## config.mk

```make
export PLATFORM = sky130hd
export DESIGN_NAME = dbgw_filter
export DESIGN_NICKNAME = d
export VERILOG_FILES = /design/src/rtl/dbgw_pkg.sv /design/src/rtl/dbgw_decode.sv /design/src/rtl/dbgw_rule.sv /design/src/rtl/dbgw_filter.sv
export SDC_FILE = /design/constraint.sdc
export NUM_CORES = 1
export LEC_CHECK = 0
export BUFFER_PORTS_ARGS = -buffer_cell sky130_fd_sc_hd__buf_2
export CORE_MARGIN = 2
export CORE_UTILIZATION = 31
export DETAILED_ROUTE_END_ITERATION = 10
export PLACE_DENSITY = 0.68
export SYNTH_ARGS = -nofsm -noshare
export SYNTH_HDL_FRONTEND = slang
export SYNTH_SLANG_ARGS = --single-unit
```

## constraint.sdc

```tcl
create_clock -name clk -period 5.8 [get_ports clk]
set_input_delay 0.58 -clock clk [delete_from_list [all_inputs] [get_ports clk]]
set_output_delay 0.58 -clock clk [all_outputs]
set_load 0.005 [all_outputs]
```

## src/rtl/dbgw_pkg.sv

```systemverilog
package dbgw_pkg;

    // Fixed part of the register map; the parameter-sized groups follow at 8.
    localparam int A_DEVCTL = 0;
    localparam int A_WPTRIG = 1;
    localparam int A_TRCCTL = 2;
    localparam int A_PBWC   = 3;
    localparam int A_DBWC   = 4;
    localparam int A_BWD    = 5;
    localparam int A_DINST  = 6;
    localparam int A_DPC    = 7;
    localparam int A_GROUPS = 8;

    typedef enum logic [3:0] {
        C_DEVCTL,
        C_WPTRIG,
        C_TRCCTL,
        C_PBWC,
        C_DBWC,
        C_BWD,
        C_DINST,
        C_DPC,
        C_TSA,
        C_TEA,
        C_PBWA,
        C_DBWA
    } cls_e;

    typedef struct packed {
        logic jrej;
        logic crej;
    } flt_st_t;

endpackage

```

## src/rtl/dbgw_decode.sv

```systemverilog
module dbgw_decode
    import dbgw_pkg::*;
#(
    parameter int NTRC = 2,
    parameter int NPB  = 2,
    parameter int NDB  = 2,
    parameter int AW   = 5
) (
    input  logic [AW-1:0] addr,
    output logic          hit,
    output cls_e          cls,
    output logic [AW-1:0] idx
);
    localparam int B_TSA  = A_GROUPS;
    localparam int B_TEA  = B_TSA + NTRC;
    localparam int B_PBWA = B_TEA + NTRC;
    localparam int B_DBWA = B_PBWA + NPB;
    localparam int NREG   = B_DBWA + NDB;

    logic [31:0] a;

    always_comb begin
        a   = 32'(addr);
        hit = (a < 32'(NREG));
        cls = C_DEVCTL;
        idx = '0;
        if (a >= 32'(B_DBWA)) begin
            cls = C_DBWA;
            idx = AW'(a - 32'(B_DBWA));
        end else if (a >= 32'(B_PBWA)) begin
            cls = C_PBWA;
            idx = AW'(a - 32'(B_PBWA));
        end else if (a >= 32'(B_TEA)) begin
            cls = C_TEA;
            idx = AW'(a - 32'(B_TEA));
        end else if (a >= 32'(B_TSA)) begin
            cls = C_TSA;
            idx = AW'(a - 32'(B_TSA));
        end else begin
            case (a)
                32'(A_DEVCTL): cls = C_DEVCTL;
                32'(A_WPTRIG): cls = C_WPTRIG;
                32'(A_TRCCTL): cls = C_TRCCTL;
                32'(A_PBWC):   cls = C_PBWC;
                32'(A_DBWC):   cls = C_DBWC;
                32'(A_BWD):    cls = C_BWD;
                32'(A_DINST):  cls = C_DINST;
                default:       cls = C_DPC;
            endcase
        end
    end

endmodule

```

## src/rtl/dbgw_rule.sv

```systemverilog
module dbgw_rule
    import dbgw_pkg::*;
#(
    parameter int NTRC   = 2,
    parameter int NPB    = 2,
    parameter int NDB    = 2,
    parameter int AW     = 5,
    parameter bit IS_CPU = 1'b0
) (
    input  logic            clk,
    input  logic            rst_n,
    input  logic            hit,
    input  cls_e            cls,
    input  logic [AW-1:0]   idx,
    input  logic            cpu_running,
    input  logic            mon_mode,
    input  logic            dm_bit,
    input  logic [NTRC-1:0] trc_en,
    input  logic [NPB-1:0]  pb_en,
    input  logic [NDB-1:0]  db_en,
    output logic            allow
);
    logic trc_sel, pb_sel, db_sel;
    logic res_free;
    logic rule;

    // Pick the enable bit of the resource the indexed register configures.
    always_comb begin
        trc_sel = 1'b0;
        pb_sel  = 1'b0;
        db_sel  = 1'b0;
        for (int i = 0; i < NTRC; i++) if (idx == AW'(i)) trc_sel = trc_en[i];
        for (int i = 0; i < NPB; i++)  if (idx == AW'(i)) pb_sel  = pb_en[i];
        for (int i = 0; i < NDB; i++)  if (idx == AW'(i)) db_sel  = db_en[i];
    end

    always_comb begin
        case (cls)
            C_TSA, C_TEA: res_free = ~trc_sel;
            C_PBWA:       res_free = ~pb_sel;
            C_DBWA:       res_free = ~db_sel;
            C_BWD:        res_free = ~(|db_en);
            default:      res_free = 1'b1;
        endcase
    end

    generate
        if (IS_CPU) begin : g_cpu
            always_comb begin
                case (cls)
                    C_DEVCTL, C_WPTRIG, C_TRCCTL: rule = 1'b1;
                    C_PBWC, C_DBWC:               rule = dm_bit;
                    C_TSA, C_TEA:                 rule = res_free;
                    C_PBWA, C_DBWA, C_BWD:        rule = dm_bit | res_free;
                    default:                      rule = 1'b0;
                endcase
                rule = rule & mon_mode;
            end
        end else begin : g_jtag
            always_comb begin
                if (cls == C_TSA || cls == C_TEA) begin
                    rule = res_free;
                end else if (!cpu_running) begin
                    rule = 1'b1;
                end else begin
                    case (cls)
                        C_DEVCTL, C_WPTRIG, C_TRCCTL,
                        C_PBWC, C_DBWC:               rule = 1'b1;
                        C_PBWA, C_DBWA, C_BWD:        rule = res_free;
                        default:                      rule = 1'b0;
                    endcase
                end
            end
        end
    endgenerate

    assign allow = hit & rule;

    // Trace address registers stay locked while their channel is enabled.
    assert_trace_locked_R3: assert property (@(posedge clk) disable iff (!rst_n)
        ((cls == C_TSA || cls == C_TEA) && trc_sel) |-> !allow);

    // Unmapped addresses never pass.
    assert_unmapped_refused_R11: assert property (@(posedge clk) disable iff (!rst_n)
        !hit |-> !allow);

    generate
        if (IS_CPU) begin : g_cpu_chk
            assert_cpu_needs_monitor_R7: assert property (@(posedge clk) disable iff (!rst_n)
                !mon_mode |-> !allow);
            assert_cpu_ctl_needs_dm_R7: assert property (@(posedge clk) disable iff (!rst_n)
                ((cls == C_PBWC || cls == C_DBWC) && !dm_bit) |-> !allow);
        end else begin : g_jtag_chk
            assert_jtag_exec_locked_R5: assert property (@(posedge clk) disable iff (!rst_n)
                (cpu_running && (cls == C_DINST || cls == C_DPC)) |-> !allow);
        end
    endgenerate

endmodule

```

## src/rtl/dbgw_filter.sv

```systemverilog
module dbgw_filter
    import dbgw_pkg::*;
#(
    parameter  int NTRC = 2,
    parameter  int NPB  = 2,
    parameter  int NDB  = 2,
    parameter  int DW   = 32,
    localparam int NREG = A_GROUPS + 2 * NTRC + NPB + NDB,
    localparam int AW   = $clog2(NREG)
) (
    input  logic            clk,
    input  logic            rst_n,
    input  logic            cpu_running,
    input  logic            mon_mode,
    input  logic            dm_bit,
    input  logic [NTRC-1:0] trc_en,
    input  logic [NPB-1:0]  pb_en,
    input  logic [NDB-1:0]  db_en,
    input  logic            jtg_vld,
    input  logic [AW-1:0]   jtg_addr,
    input  logic [DW-1:0]   jtg_data,
    input  logic            cpu_vld,
    input  logic [AW-1:0]   cpu_addr,
    input  logic [DW-1:0]   cpu_data,
    output logic [NREG-1:0] reg_we,
    output logic [DW-1:0]   reg_wdata,
    output logic            jtg_rej_q,
    output logic            cpu_rej_q
);
    localparam int NRQ = 2;

    logic [AW-1:0] r_addr [NRQ];
    logic [NRQ-1:0] r_hit;
    logic [NRQ-1:0] r_allow;
    cls_e           r_cls [NRQ];
    logic [AW-1:0]  r_idx [NRQ];

    assign r_addr[0] = jtg_addr;
    assign r_addr[1] = cpu_addr;

    generate
        for (genvar r = 0; r < NRQ; r++) begin : g_req
            dbgw_decode #(.NTRC(NTRC), .NPB(NPB), .NDB(NDB), .AW(AW)) u_dec (
                .addr (r_addr[r]),
                .hit  (r_hit[r]),
                .cls  (r_cls[r]),
                .idx  (r_idx[r])
            );
            dbgw_rule #(.NTRC(NTRC), .NPB(NPB), .NDB(NDB), .AW(AW),
                        .IS_CPU(r == 1)) u_rule (
                .clk         (clk),
                .rst_n       (rst_n),
                .hit         (r_hit[r]),
                .cls         (r_cls[r]),
                .idx         (r_idx[r]),
                .cpu_running (cpu_running),
                .mon_mode    (mon_mode),
                .dm_bit      (dm_bit),
                .trc_en      (trc_en),
                .pb_en       (pb_en),
                .db_en       (db_en),
                .allow       (r_allow[r])
            );
        end
    endgenerate

    logic    j_ok, c_ok;
    flt_st_t st_d, st_q;

    // JTAG has priority; a CPU write in the same cycle is dropped.
    always_comb begin
        j_ok      = jtg_vld & r_allow[0];
        c_ok      = cpu_vld & r_allow[1] & ~jtg_vld;
        reg_we    = '0;
        reg_wdata = '0;
        if (j_ok) begin
            reg_we    = NREG'(1) << jtg_addr;
            reg_wdata = jtg_data;
        end else if (c_ok) begin
            reg_we    = NREG'(1) << cpu_addr;
            reg_wdata = cpu_data;
        end
        st_d      = st_q;
        st_d.jrej = st_q.jrej | (jtg_vld & ~j_ok);
        st_d.crej = st_q.crej | (cpu_vld & ~c_ok);
    end

    always_ff @(posedge clk or negedge rst_n) begin
        if (!rst_n) st_q <= '0;
        else        st_q <= st_d;
    end

    assign jtg_rej_q = st_q.jrej;
    assign cpu_rej_q = st_q.crej;

    assert_we_onehot_R1: assert property (@(posedge clk) disable iff (!rst_n)
        $onehot0(reg_we));

    assert_we_needs_request_R1: assert property (@(posedge clk) disable iff (!rst_n)
        (!jtg_vld && !cpu_vld) |-> (reg_we == '0));

    assert_jtag_wins_R10: assert property (@(posedge clk) disable iff (!rst_n)
        (jtg_vld && cpu_vld && (reg_we != '0)) |-> (reg_wdata == jtg_data));

    assert_jrej_sticky_R12: assert property (@(posedge clk) disable iff (!rst_n)
        jtg_rej_q |=> jtg_rej_q);

    assert_crej_sticky_R12: assert property (@(posedge clk) disable iff (!rst_n)
        cpu_rej_q |=> cpu_rej_q);

    assert_jrej_set_R12: assert property (@(posedge clk) disable iff (!rst_n)
        (jtg_vld && reg_we == '0) |=> jtg_rej_q);

endmodule

```

==> impl_metrics.py, run 1 <==
metrics = {
    "drt": {
        "routed_wl_mm": 6.76,
        "wire_per_inst_um": 16.3,
        "ant_nets": 0,
        "drc": 0,
        "drtIter0Drc": 109,
        "vias": 2342,
        "avgViaCountPerCell": 5.63,
        "firstDrtPassIters": 4,
    },
    "synthesis": {
        "yosys_warnings": 0,
        "synth_edf_count": 0,
        "synth_nets": 325,
        "synth-async-reset-ratio": 1.00,
        "synth_seq_cells": 2,
        "syn_area_per_cell_sq_um": 7.59,
        "synth_ff_type": "dfrtp_1",
        "ys_seq_area_frac": 0.0295,
        "syn_inst": 224,
        "synth_cell_types": 55,
        "syn_area_sq_um": 1700,
    },
    "final_layout": {
        "design_area_sq_um": 2420,
        "final_cells": 416,
        "utilization": 0.465,
        "fillers": 553,
        "antenna_cells": 0,
        "layout_commonest_cell": "buf_2",
        "layout_common_cells": "134 x buf_2, 40 x a22o_1, 21 x nor2_1",
        "drive_gt1_frac": 0.428,
        "syn2layout_area_growth_pct": 42.5,
        "fin_nets": 449,
    },
    "cts": {
        "ctsHoldBuffers": 0,
        "clkLatencyLatePin_ns": 0.21,
        "cts_tree": "yes",
        "cts_setup_buffers": 0,
        "cts_resized": 0,
        "numCtsBuffers": 3,
        "cts_sinks": 2,
        "h-tree-depth": 1,
        "ctsRootBufferMaster": "clkbuf_8",
        "clkSlewWorstSetupHoldPaths_ns": 0.03,
        "clockBufferDepth": 2,
    },
    "outcome": {
        "status": "completed",
    },
    "sta": {
        "finalCritPeriodShare": 0.766,
        "fin_skew_ns": 0,
        "whs_ns": 0.148,
        "fin_ws_ns": 1.36,
        "slew_headroom": 0.489,
        "setup_viol": 0,
        "final_max_slew_viol_count": 0,
        "rsz0062_at_grt": "false",
        "fmax_ghz": 0.225,
        "min_period_ns": 4.44,
        "hold_viol_final": 0,
        "setup-tns-final_ns": 0,
        "tightestPinTransition_ns": 0.765,
    },
    "worst_setup_path": {
        "rr_startpoint": "jtg_rej_q",
        "crit_path_start": "cpu_addr[3]",
        "r2r-end": "jtg_rej_q",
        "rrSetupSlack_ns": 5.09,
        "crit_required_ns": 5.22,
        "critical_path.max_fanout": 18,
        "crit_type": "in -> out",
        "endpoint_kind": "primary output",
        "crit_path_start_kind": "primary input",
        "worstPathArrival_ns": 3.86,
        "reg2reg_depth": 1,
        "worstSetupEndpoint": "reg_we[8]",
    },
    "die": {
        "ios": 135,
        "die_area_sq_um": 6090,
        "core_area_sq_um": 5200,
        "fp-row-count": 26,
        "start_util": 0.326,
        "die_h_um": 78.0,
        "die_w_um": 78.0,
    },
    "placement": {
        "pre_cts_slack_ns": 1.45,
        "dpl.hpwl_mm": 5.46,
        "io_buffers": 134,
        "place_area_sq_um": 2380,
        "gp_congestion": 0.931,
        "post-place-cells": 413,
    },
    "hold_path": {
        "hold_class": "in -> async",
    },
    "grt": {
        "grt_max_degree": 33,
        "antenna_found_initial": 0,
        "grt_pass1_vias": 2211,
        "grt_pass1_wl_mm": 10.5,
        "track_usage": 0.211,
        "overflow": 0,
    },
    "power": {
        "pwr_density_cell_nw_per_um2": 105,
        "ir_drop_mv": 0.0495,
        "fin_total_pwr_uw": 254,
        "p_leak_nw": 1.27,
    },
    "job": {
        "max-cap-violations": 0,
    },
}
## worst min path at each step
stage,cells after the start,slack [ns],to,startpoint
after global routing,1,0.14,jtg_rej_q,rst_n
after detailed placement,1,0.37,jtg_rej_q,rst_n
final,1,0.15,cpu_rej_q,rst_n
after global placement,1,0.37,jtg_rej_q,rst_n
after floorplan,0,0.28,cpu_rej_q,rst_n
after CTS,1,0.14,cpu_rej_q,rst_n
## flip-flops by register name, indices dropped and copies added (netlist names)
register   count
jtg_rej_q      1
cpu_rej_q      1
## cell type report
type / count / area (sq um) / share of cell area
well taps: 70 / 87.6 / 0.0362
flip-flops and latches: 2 / 50.0 / 0.0207
multi-input cells: 191 / 1500 / 0.621
repair buffers: 136 / 686 / 0.283
clock buffers: 3 / 41.3 / 0.0171
inverters: 14 / 52.6 / 0.0217
## layer usage
| metal | part of all wire | GRT usage |
|---|---|---|
| met5 | 0 | 0 |
| met4 | 0.032 | 0.0877 |
| met3 | 0.092 | 0.0414 |
| met2 | 0.49 | 0.383 |
| met1 | 0.38 | 0.241 |
## cells in the mapped netlist, drive strengths merged (4+ instances only)
| cell type | n | area share |
|---|---|---|
| nand3 | 5 | 0.015 |
| o22ai | 4 | 0.015 |
| nor2 | 21 | 0.046 |
| nand2b | 8 | 0.029 |
| buf | 13 | 0.046 |
| ha | 16 | 0.12 |
| inv | 14 | 0.031 |
| nand2 | 10 | 0.022 |
| nor2b | 4 | 0.015 |
| a21oi | 8 | 0.026 |
| a22o | 40 | 0.21 |
| clkbuf | 4 | 0.0088 |
| o21ai | 5 | 0.015 |
| mux2i | 4 | 0.024 |
| a2111oi | 4 | 0.028 |
| a32o | 8 | 0.047 |
| a31oi | 4 | 0.026 |
## critical path: stages
cell,delay [ns]
buf_2,0.27
ha_1,0.44
a21o_1,0.19
o21ai_1,0.12
a2111oi_0,0.48
a211oi_1,0.10
a31oi_2,0.67
nor3b_1,0.67
a22o_1,0.22
buf_2,0.11
## cells by family (layout without fill, tap and decap cells)
group / Yosys count / after routing / share of synthesized area
muxes: 5 / 5 / 0.0302
adders and majority gates: 16 / 16 / 0.118
and+or+nand+nor: 70 / 70 / 0.234
xor gates and xnor gates: 2 / 2 / 0.0103
DFF: 2 / 2 / 0.0295
buffers and inverters: 31 / 153 / 0.0854
AOI/OAI and AO/OA: 98 / 98 / 0.493
## power by group
part / switching (mW) / internal (mW) / total [mW]
Sequential: 0.000272 / 0.0144 / 0.0147
Clock: 0.0114 / 0.0439 / 0.0554
Combinational: 0.0978 / 0.0859 / 0.184
Total: 0.109 / 0.144 / 0.254
(Power assumes the default switching activity.)
==> inputs of run 2 (changes only) <==
--- a/config.mk
+++ b/config.mk
@@ -9,7 +9,7 @@
 export CORE_MARGIN = 2
 export CORE_UTILIZATION = 31
 export DETAILED_ROUTE_END_ITERATION = 10
-export PLACE_DENSITY = 0.68
+export PLACE_DENSITY = 0.7
 export SYNTH_ARGS = -nofsm -noshare
 export SYNTH_HDL_FRONTEND = slang
 export SYNTH_SLANG_ARGS = --single-unit
==> constraint.sdc (replaced) <==
create_clock -name clk -period 3.73 [get_ports clk]
set_input_delay 0.373 -clock clk [delete_from_list [all_inputs] [get_ports clk]]
set_output_delay 0.373 -clock clk [all_outputs]
set_load 0.005 [all_outputs]
==> run 2 against run 1 <==
First-iteration DRC count fell by 27%. Clock power rose by 54%. Utilization rose by 0.96 points. Global-route usage rose by 0.35 points. Sequential power rose by 54%. Setup slack got worse by 1.1 ns. Sequential share of layout area barely moved. Via count rose by 2.1%. Register-to-register slack got worse by 2.0 ns.
==> impl_metrics.py, run 2 (synthesis gave the netlist of run 1 again) <==
metrics = {
    "sta": {
        "setup_viol": 0,
        "final_max_slew_viol_count": 0,
        "fin_skew_ns": 0,
        "rsz0062_at_grt": "false",
        "finalCritPeriodShare": 0.926,
        "setup-tns-final_ns": 0,
        "slew_headroom": 0.622,
        "min_period_ns": 3.45,
        "fmax_ghz": 0.290,
        "tightestPinTransition_ns": 0.566,
        "hold_viol_final": 0,
    },
    "placement": {
        "gp_congestion": 0.934,
        "place_area_sq_um": 2410,
        "post-place-cells": 416,
        "io_buffers": 134,
        "dpl.hpwl_mm": 5.65,
    },
    "grt": {
        "grt_pass1_vias": 2256,
        "grt_max_degree": 34,
        "grt_pass1_wl_mm": 10.8,
        "antenna_found_initial": 0,
        "track_usage": 0.215,
        "overflow": 0,
    },
    "cts": {
        "clkSlewWorstSetupHoldPaths_ns": 0.03,
        "cts_setup_buffers": 0,
        "ctsRootBufferMaster": "clkbuf_8",
        "clockBufferDepth": 2,
        "h-tree-depth": 1,
        "clkLatencyLatePin_ns": 0.21,
        "cts_sinks": 2,
        "cts_tree": "yes",
        "numCtsBuffers": 3,
    },
    "final_layout": {
        "fillers": 549,
        "design_area_sq_um": 2470,
        "syn2layout_area_growth_pct": 45.4,
        "final_cells": 420,
        "antenna_cells": 0,
        "layout_common_cells": "134 x buf_2, 40 x a22o_1, 21 x nor2_1",
        "fin_nets": 453,
        "layout_commonest_cell": "buf_2",
        "drive_gt1_frac": 0.434,
    },
    "power": {
        "p_leak_nw": 1.29,
        "p_sw_uw": 172,
        "power_frac_clock": 0.210,
        "fin_total_pwr_uw": 404,
        "swShare": 0.426,
        "p_seq_frac": 0.056,
        "p_int_uw": 232,
        "ir_drop_mv": 0.0635,
        "pwr_density_cell_nw_per_um2": 164,
        "p_comb_frac": 0.733,
    },
    "drt": {
        "avgViaCountPerCell": 5.69,
        "vias": 2391,
        "drtIter0Drc": 80,
        "firstDrtPassIters": 4,
        "drc": 0,
        "wire_per_inst_um": 16.7,
        "ant_nets": 0,
        "routed_wl_mm": 7.03,
    },
    "worst_setup_path": {
        "r2r-end": "jtg_rej_q",
        "crit_required_ns": 3.36,
        "rrSetupSlack_ns": 3.06,
        "reg2reg_depth": 1,
        "critical_path.max_fanout": 16,
        "endpoint_kind": "primary output",
        "crit_type": "in -> out",
        "rr_startpoint": "jtg_rej_q",
        "worstPathArrival_ns": 3.08,
        "crit_path_start_kind": "primary input",
    },
    "die": {
        "die_h_um": 78.0,
        "core_area_sq_um": 5200,
        "start_util": 0.326,
        "fp-row-count": 26,
        "die_w_um": 78.0,
        "die_area_sq_um": 6090,
        "ios": 135,
    },
    "hold_path": {
        "worst_hold_path.endpoint": "jtg_rej_q",
        "hold_class": "in -> reg",
        "worst_hold_path.num_cells": 2,
        "min-delay-start": "jtg_vld",
    },
    "job": {
        "max-cap-violations": 0,
    },
    "outcome": {
        "status": "completed",
    },
}
run 2: changes by cell type in the layout (fill, tap and decap cells not counted):
cell,before,now
buf_12,0,1
a22oi_1,1,0
dlygate4sd3_1,0,1
a22oi_2,0,1
buf_4,2,4
run 2: power by group through the flow:
stage                     registers, mW  clock network, mW  logic [mW]
after floorplan                  0.0230                  0       0.170
after global placement           0.0230                  0       0.287
after detailed placement         0.0230                  0       0.291
after CTS                        0.0228             0.0889       0.294
after global routing             0.0228             0.0914       0.323
final                            0.0227             0.0851       0.297
run 2: layer usage:
metal,global-route usage,share of wire,up-vias
li1,-,-,1141
met1,0.255,0.39,1126
met2,0.398,0.51,114
met3,0.0368,0.083,10
met4,0.0526,0.017,0
met5,0,0,-
run 2: critical path, stage by stage:
cell and delay (ns):
buf_2 0.25, ha_1 0.40, a21o_1 0.14, a31oi_2 0.06, or3_1 0.37, a21oi_1 0.25, nor4b_4 0.09, buf_4 0.16
a2111oi_2 0.59, a22o_1 0.27, buf_2 0.12
run 2: per-stage QoR:
step	utilization	worst slack [ns]	hold slack [ns]
after floorplan	-	0.742	0.0774
after CTS	0.474	0.183	0.435
after global placement	0.464	0.299	0.159
after global routing	0.475	0.0392	0.451
after detailed placement	0.464	0.181	0.161
final	0.475	0.276	0.437
run 2: how the worst max path moves through the flow:
stage / startpoint / end / slack [ns]
global route: jtg_addr[2] / reg_we[6] / 0.04
finish: jtg_addr[3] / reg_we[6] / 0.28
global placement: jtg_addr[2] / reg_wdata[16] / 0.30
CTS: jtg_addr[2] / reg_wdata[17] / 0.18
detailed placement: jtg_addr[2] / reg_wdata[17] / 0.18
floorplan: jtg_addr[1] / reg_wdata[21] / 0.74
run 2: final cells by class:
class / instances / area (sq um) / area share
inverter: 14 / 52.6 / 0.0213
tap: 70 / 87.6 / 0.0354
clock buffer: 3 / 41.3 / 0.0167
timing repair buffer: 140 / 731 / 0.296
sequential: 2 / 50.0 / 0.0203
multi-input combinational: 191 / 1510 / 0.611
run 2: repair_timing:
item	4_1_cts	5_1_grt
endpoints found under the hold margin	2	0
hold buffers	1	0
resized for setup	0	1
endpoints found under the setup margin	0	32
==> inputs of run 3 (changes only) <==
--- a/config.mk
+++ b/config.mk
@@ -7,9 +7,9 @@
 export LEC_CHECK = 0
 export BUFFER_PORTS_ARGS = -buffer_cell sky130_fd_sc_hd__buf_2
 export CORE_MARGIN = 2
-export CORE_UTILIZATION = 31
+export CORE_UTILIZATION = 37
 export DETAILED_ROUTE_END_ITERATION = 10
-export PLACE_DENSITY = 0.7
+export PLACE_DENSITY = 0.81
 export SYNTH_ARGS = -nofsm -noshare
 export SYNTH_HDL_FRONTEND = slang
 export SYNTH_SLANG_ARGS = --single-unit
==> run 3 against run 2 <==
Sequential share of layout area about the same. Combinational power decreased by 3%. First-iteration DRC count grew 21%. Final area decreased by 1.4%. Sequential cell count did not move. Setup slack lost 0.027 ns. Via count shrank 1.8%. Clock power increased by 6.1%. Worst hold slack worse by 0.018 ns. Final cell count down 4.3%. Register-to-register slack got worse by 0.04 ns. Highest routed layer unchanged.
==> impl_metrics.py, run 3 (synthesis gave the netlist of run 1 again) <==
metrics = {
    "cts": {
        "cts_setup_buffers": 0,
        "cts_tree": "yes",
        "clockBufferDepth": 2,
        "clkSlewWorstSetupHoldPaths_ns": 0.03,
        "h-tree-depth": 1,
        "numCtsBuffers": 3,
        "ctsRootBufferMaster": "clkbuf_8",
        "clkLatencyLatePin_ns": 0.22,
        "cts_sinks": 2,
    },
    "sta": {
        "fmax_ghz": 0.287,
        "finalCritPeriodShare": 0.933,
        "fin_ws_ns": 0.249,
        "hold_viol_final": 0,
        "setup-tns-final_ns": 0,
        "final_max_slew_viol_count": 0,
        "tightestPinTransition_ns": 0.522,
        "min_period_ns": 3.48,
        "whs_ns": 0.419,
        "setup_viol": 0,
        "slew_headroom": 0.643,
        "fin_skew_ns": 0,
        "rsz0062_at_grt": "false",
    },
    "drt": {
        "vias": 2348,
        "routed_wl_mm": 6.48,
        "firstDrtPassIters": 5,
        "avgViaCountPerCell": 5.84,
        "wire_per_inst_um": 16.1,
        "ant_nets": 0,
        "drc": 0,
        "drtIter0Drc": 97,
    },
    "power": {
        "pwr_density_cell_nw_per_um2": 165,
        "swShare": 0.430,
        "ir_drop_mv": 0.0720,
        "p_comb_frac": 0.719,
        "p_int_uw": 229,
        "fin_total_pwr_uw": 402,
        "p_leak_nw": 1.29,
        "p_seq_frac": 0.057,
        "power_frac_clock": 0.225,
        "p_sw_uw": 173,
    },
    "placement": {
        "post-place-cells": 398,
        "pre_cts_slack_ns": 0.204,
        "gp_congestion": 0.907,
        "io_buffers": 134,
        "dpl.hpwl_mm": 5.18,
    },
    "final_layout": {
        "layout_commonest_cell": "buf_2",
        "layout_common_cells": "134 x buf_2, 40 x a22o_1, 21 x nor2_1",
        "fin_nets": 453,
        "drive_gt1_frac": 0.434,
        "final_cells": 402,
        "syn2layout_area_growth_pct": 43.4,
        "antenna_cells": 0,
    },
    "worst_setup_path": {
        "critical_path.max_fanout": 32,
        "endpoint_kind": "primary output",
        "crit_required_ns": 3.36,
        "crit_path_start_kind": "primary input",
        "worstPathArrival_ns": 3.11,
        "crit_type": "in -> out",
    },
    "grt": {
        "grt_pass1_vias": 2171,
        "track_usage": 0.236,
        "antenna_found_initial": 0,
        "grt_pass1_wl_mm": 9.92,
        "overflow": 0,
        "grt_max_degree": 34,
    },
    "die": {
        "core_area_sq_um": 4380,
        "start_util": 0.388,
        "die_w_um": 71.8,
        "die_h_um": 71.8,
        "ios": 135,
        "die_area_sq_um": 5150,
        "fp-row-count": 24,
    },
    "outcome": {
        "status": "completed",
    },
    "hold_path": {
        "hold_class": "in -> reg",
    },
    "job": {
        "max-cap-violations": 0,
    },
}
==> run 3: power groups by stage <==
stage                     Clock, mW  Combinational, mW  Sequential (mW)
after floorplan                   0              0.170           0.0230
after global placement            0              0.279           0.0231
after detailed placement          0              0.283           0.0231
after CTS                    0.0918              0.286           0.0229
after global routing         0.0918              0.315           0.0229
final                        0.0903              0.289           0.0229
==> run 3: worst max-delay path, cell delays in order <==
cell and delay (ns):
buf_2 0.25, ha_1 0.41, or2_1 0.17, a31oi_2 0.14
or4_1 0.42, o2111ai_1 0.13, a22oi_2 0.15, a21oi_2 0.34
buf_4 0.38, a22o_1 0.22, buf_2 0.12
==> run 3: area by class of cell <==
type | count | area [sq um]
multi-input combinational | 191 | 1510
inverter | 14 | 52.6
clock buffer | 3 | 41.3
tap | 52 | 65.1
fill | 433 | 1950
timing repair buffer | 140 | 718
sequential | 2 | 50.0
==> run 3: worst paths after layout <==
kind                                   from             to  slack (ns)  cells past startpoint
min in group asynchronous             rst_n      cpu_rej_q        0.48                      2
worst min-delay path                cpu_vld      cpu_rej_q        0.42                      3
worst max register to register    jtg_rej_q      jtg_rej_q        3.02                      1
max in group asynchronous             rst_n      jtg_rej_q        3.16                      2
worst min register to register    cpu_rej_q      cpu_rej_q        0.48                      1
worst max-delay path            jtg_addr[3]  reg_wdata[20]        0.25                     11
==> run 3: metrics by stage <==
step                      utilization  cell area [sq um]
after global placement          0.543               2380
after global routing            0.556               2440
after floorplan                     -               1700
after detailed placement        0.543               2380
after CTS                       0.555               2430
final                           0.556               2440
==> run 3: repair_timing <==
action	4_1_cts	5_1_grt
hold endpoints to repair	2	0
hold buffers	1	0
gates resized for setup	0	1
endpoints found under the setup margin	0	32
==> run 3: layer usage <==
| layer | GRT usage | part of all wire | vias up |
|---|---|---|---|
| met5 | 0 | 0 | - |
| met4 | 0.0964 | 0.030 | 0 |
| met3 | 0.0225 | 0.079 | 16 |
| met2 | 0.437 | 0.50 | 120 |
| met1 | 0.275 | 0.39 | 1067 |
| li1 | - | - | 1145 |
